File: config.mk
export PLATFORM = sky130hd
export DESIGN_NAME = addsub_flags
export DESIGN_NICKNAME = d
export VERILOG_FILES = /design/src/rtl/addsub_flags.sv
export SDC_FILE = /design/constraint.sdc
export NUM_CORES = 1
export LEC_CHECK = 0
export ABC_AREA = 1
export CORE_MARGIN = 1.5
export CORE_UTILIZATION = 49
export DETAILED_ROUTE_END_ITERATION = 8
export MAX_ROUTING_LAYER = met4
export PLACE_DENSITY = 0.9
export RECOVER_POWER = 100
export SYNTH_ARGS = -nofsm -noshare
export SYNTH_HDL_FRONTEND = slang
export SYNTH_SLANG_ARGS = --single-unit
File: constraint.sdc
create_clock -name vclk -period 9.1
set_input_delay 1.365 -clock vclk [all_inputs]
set_output_delay 1.365 -clock vclk [all_outputs]
set_load 0.05 [all_outputs]
File: src/rtl/addsub_flags.sv
module addsub_flags #(
  parameter int W          = 32,
  parameter bit INV_BORROW = 1'b0
) (
  input  logic [W-1:0] a_i,
  input  logic [W-1:0] b_i,
  input  logic [1:0]   op_i,
  input  logic         c_i,
  input  logic [2:0]   cc_i,
  output logic [W-1:0] sum_o,
  output logic         n_o,
  output logic         z_o,
  output logic         c_o,
  output logic         v_o,
  output logic         cond_o
);
  localparam int MSB = W - 1;

  logic         is_sub;
  logic         cin;
  logic [W-1:0] b_eff;
  logic [MSB:0] low;
  logic         carry_msb_in;
  logic         carry_out;
  logic         top;
  logic         unsigned_hs;

  assign is_sub = op_i[1];
  assign b_eff  = is_sub ? ~b_i : b_i;

  always_comb begin
    unique case (op_i)
      2'b00:   cin = 1'b0;
      2'b01:   cin = c_i;
      2'b10:   cin = 1'b1;
      default: cin = INV_BORROW ? ~c_i : c_i;
    endcase
  end

  assign low = {1'b0, a_i[MSB-1:0]} + {1'b0, b_eff[MSB-1:0]} + {{(W-1){1'b0}}, cin};
  assign carry_msb_in = low[MSB];
  assign {carry_out, top} = {1'b0, a_i[MSB]} + {1'b0, b_eff[MSB]} + {1'b0, carry_msb_in};

  assign sum_o = {top, low[MSB-1:0]};
  assign n_o   = top;
  assign z_o   = ~|sum_o;
  assign v_o   = carry_out ^ carry_msb_in;
  assign c_o   = (is_sub && INV_BORROW) ? ~carry_out : carry_out;

  generate
    if (INV_BORROW) begin : g_borrow
      assign unsigned_hs = ~c_o;
    end else begin : g_carry
      assign unsigned_hs = c_o;
    end
  endgenerate

  always_comb begin
    unique case (cc_i)
      3'd0:    cond_o = z_o;
      3'd1:    cond_o = ~z_o;
      3'd2:    cond_o = unsigned_hs;
      3'd3:    cond_o = ~unsigned_hs;
      3'd4:    cond_o = (n_o == v_o);
      3'd5:    cond_o = (n_o != v_o);
      3'd6:    cond_o = 1'b1;
      default: cond_o = 1'b0;
    endcase
  end
endmodule

# Yosys cells after proc, flatten, opt, wreduce, memory -nomap -nowiden
# Index checks and enable logic that the tools add are counted.
# W data, S select, Z words.
# word_totals
in_bits,70
register_bits,0
# classes
bitwise,3
n_eq_ne,9
mux,3
n_addsub,4
reduce_logical,4
# ops
op,n
$add A31 B31 Y32,1
$add A32 B1 Y32,1
$mux W32,1
$not A32 Y32,1
$reduce_or A32 Y1,1
$eq A3 B3 Y1 const B,3
$pmux W1 S7,1
$eq A3 B2 Y1 const B,2
$eq A3 B1 Y1 const B,1
$logic_not A3 Y1,1
$add A1 B1 Y2,1
$add A2 B1 Y2,1
$eq A2 B2 Y1 const B,1
$logic_not A2 Y1,1
$pmux W1 S2,1
$eq A1 B1 Y1,1
$logic_not A1 Y1,1
$ne A1 B1 Y1,1
$not A1 Y1,1
$xor A1 B1 Y1,1

# Logic depth before layout (Yosys ltp)
# depth
depth_word,8
mapped_depth,29

# Worst setup path after synthesis
# Ideal clock, no wire load.
# synth_path
kind,input to output
start,in op_i[1]
end,out z_o
arrival_ns,5.840
required_ns,7.735
cell_stages,28
setup_slack_ns,1.895
n_path_buf,2
cell_sequence,clkbuf_1 buf_1 xor2_1 ha_1 nand2_1 inv_1 nand2_1 nand2_1 a21oi_1 nor2_1 nor2_1 nand2_2 nand2_2 a21oi_1 nor2_2 inv_1 fa_1 nor2_1 nand2_1 nor2_1 nand3_1 nor2_1 nand2_1 nor2_2 nand2_1 nor3_2 nand3_1 nor3_2
# synth_via
elab_chain_len,6
word_cells_on_any_way,10
classes_between,add/sub (4); eq/ne (1); mux (2); reduce/logical (3)
# synth_lines
element,line,rtl
start: declaration,7,"input logic [1:0] op_i,"
"$mux W32, or another cell as far along",29,assign b_eff = is_sub ? ~b_i : b_i;
$add A31 B31 Y32 or $pmux W1 S2 (tied branches),"40, 32",
$add A32 B1 Y32,40,"assign low = {1'b0, a_i[MSB-1:0]} + {1'b0, b_eff[MSB-1:0]} + {{(W-1){1'b0}}, cin};"
$add A2 B1 Y2 *,42,"assign {carry_out, top} = {1'b0, a_i[MSB]} + {1'b0, b_eff[MSB]} + {1'b0, carry_msb_in};"
via n_o,11,"output logic n_o,"
$reduce_or A32 Y1 *,46,assign z_o = ~|sum_o;
$logic_not A1 Y1 *,46,
end: declaration,12,"output logic z_o,"
# Mark *: on every way through the listed nets, which the timed path passes. The rest lies on a longest branch.

# Worst setup path after layout
# layout_path
start,in op_i[1]
end,out cond_o
# layout_via
elab_chain_len,7
word_cells_on_any_way,15
classes_between,add/sub (4); eq/ne (3); mux (3); bitwise (2); reduce/logical (3)
# layout_lines
element,line,rtl
"$mux W32, or another cell as far along",29,
$add A31 B31 Y32 or $pmux W1 S2 (tied branches),"40, 32",
$add A32 B1 Y32,40,
$add A2 B1 Y2,42,
$reduce_or A32 Y1 or $xor A1 B1 Y1 (tied branches),"46, 47",
"$logic_not A1 Y1, or another cell as far along",46,
$pmux W1 S7 *,59,unique case (cc_i)
end: declaration,15,output logic cond_o
# Every way passes the cells marked *; elsewhere a longest branch is shown, timed or not.

==> flow_summary_export.csv <==
group,metric,value,unit
logic_synthesis,synthDistinctLibCells,25,
routing,post_drt_via_cell_ratio,5.00,
finish,clockBufferCount,0,
logic_synthesis,synth_fp_nets,740,
finish,seq_area,0,um^2
setup_path,path_buf_inv,4,
logic_synthesis,synth_simple_gate_area_share,53.5,%
setup_path,critPathMaxFanout,33,
setup_path,required,7740,ps
power,power_density,132,mW/mm^2
logic_synthesis,synth_top_family_by_area,"simple AND/OR/NAND/NOR gates",
placement,pre_cts_ws,1440,ps
logic_synthesis,synth_top_cell_area_share,27.1,%
die,die_w,83.9,um
routing,route.detailed.drc,0,
logic_synthesis,yosysWarningCount,0,
global_route,grt_use_met2,53.1,%
run_status,outcome,"finished, final reports clean",
global_route,grt_pass1_wl,17.0,mm
timing,period_needed,7700,ps
setup_path,start_kind,"input port",
logic_synthesis,synth-compound-area-share,3.67,%
global_route,first_global_vias,3900,
clock_network,post_cts_buffers,0,
timing,worst_pin_slew,960,ps
setup_path,cpLargestDelayFamily,"simple AND/OR/NAND/NOR gates",
logic_synthesis,synth_xor_area_share,10.1,%
die,die-area,0.00703,mm^2
finish,n_antenna_cell,0,
routing,ant_nets,0,
logic_synthesis,synth.area.mux_share,0.352,%
power,ir_drop,0.165,mV
timing,hold_violations,0,
finish,drive_gt1_share,6.37,%
routing,firstDrtPassIters,5,
finish,nNetsFinal,844,
global_route,grtUsageMet1,38.4,%
setup_path,cp_common_cell,"nand2_1",
setup_path,path_class,"in -> out",
worst_hold_path,hold_path_class,"in -> out",
setup_path,slowest_delay,860,ps
setup_path,cp-end-kind,"output pin",
routing,num_vias,4076,
global_route,track_usage,30.1,%
timing,finalMaxSlewViolations,0,
timing,setup_violations,0,
die,ios,107,
clock_network,hold_buffers,0,
placement,dpl.hpwl,9.30,mm
run,maxCapViolCount,0,
global_route,grtUsageMet3,1.48,%
logic_synthesis,syn_area,0.00320,mm^2
logic_synthesis,ys_seq_area_share,0,%
timing,setup_slack,1400,ps
power,p_leak,2.52,nW
finish,finish.utilization,68.4,%
die,initial_core_util,50.4,%
die,dieHeight,83.9,um
global_route,top_usage_layer,"met2",
finish,n_sequential_cell,0,
logic_synthesis,synth_fa_ha_area_share,14.2,%
die,rows,29,
routing,drt-total-wl,10.4,mm
timing,fin_setup_tns,0,ps
timing,fmax,130,MHz
global_route,antenna_found_initial,0,
timing,hold_slack,4210,ps
setup_path,cp.arrival,6340,ps
setup_path,critPathSlowestCell,"dlygate4sd3_1",
timing,rsz0062_at_grt,"no",
global_route,grt_max_degree,34,
clock_network,ctsResizeCount,0,
placement,gp_congestion,0.939,
logic_synthesis,avgSynthCellArea,5.04,um^2
routing,drt_iter0_drc,190,
die,core_area,0.00635,mm^2
placement,portBuffers,107,
timing,finalCritPeriodShare,84.6,%
finish,syn_to_final_growth,35.6,%
logic_synthesis,synthCells,636,
logic_synthesis,ys_top_cells_by_area,"nand2_1 (27%), inv_1 (17%), ha_1 (12%)",
routing,wire_per_inst,12.8,um
logic_synthesis,yosys.area.top_type,"nand2_1",
timing,slew_headroom,36.0,%
global_route,grt-ovfl-total,0,
[kinds of logic after synthesis]
| kind of cell | after synthesis |
|---|---|
| adders and majority gates | 34 |
| buffers and inverters | 154 |
| AOI/OAI and AO/OA | 23 |
| xor gates and xnor gates | 37 |
| and+or+nand+nor | 387 |
| muxes | 1 |
[per-layer routing]
metal  share of wire [%]  up-vias
met5                   0        -
met4                 2.1        0
met3                 6.7       18
met2                  47      163
met1                  45     1790
li1                    -     2105
[layout by cell type (no fill, tap or decap), drive strengths merged]
cell type,instances
nand3,40
buf,1
o21ai,5
o211ai,1
inv,149
xnor2,3
nand4,13
nand3b,4
a21oi,17
ha,30
nor3,8
and2,4
mux2,1
xor2,34
nand2,253
dlygate4sd3,36
fa,4
nor2,65
clkdlybuf4s50,70
[report_power, final]
group | internal (mW) | switching, mW
clock | 0 | 0
combinational | 0.182 | 0.393
sequential | 0 | 0
total | 0.182 | 0.393
[Yosys cell counts (all sizes together)]
library cell    n
xor2           34
xnor2           3
nand4          13
inv           149
nand3b          4
clkbuf          1
nand3          40
o21ai           5
o211ai          1
fa              4
ha             30
buf             4
a21oi          17
and2            4
nor3            8
nand2         253
mux2            1
nor2           65
[per-stage QoR]
step / total power, mW / std cells / instance area [um^2]
6_report: 0.575 / 815 / 4340
5_1_grt: 0.620 / 815 / 4340
4_1_cts: 0.587 / 815 / 4340
3_5_place_dp: 0.586 / 815 / 4340
3_3_place_gp: 0.577 / 815 / 4340
2_1_floorplan: 0.404 / 636 / 3200
[area by class of cell]
cell class / instances / area (um^2)
Multi-Input combinational cell: 482 / 2620
Fill cell: 626 / 2010
Timing Repair Buffer: 107 / 1070
Inverter: 149 / 559
Tap cell: 77 / 96.3
[path summary, 6_finish.rpt]
path                  startpoint      to  slack [ps]  depth (start not counted)
worst min-delay path     cc_i[2]  cond_o        4210                          5
worst max-delay path     op_i[1]  cond_o        1400                         28
(Power assumes the default switching activity.)
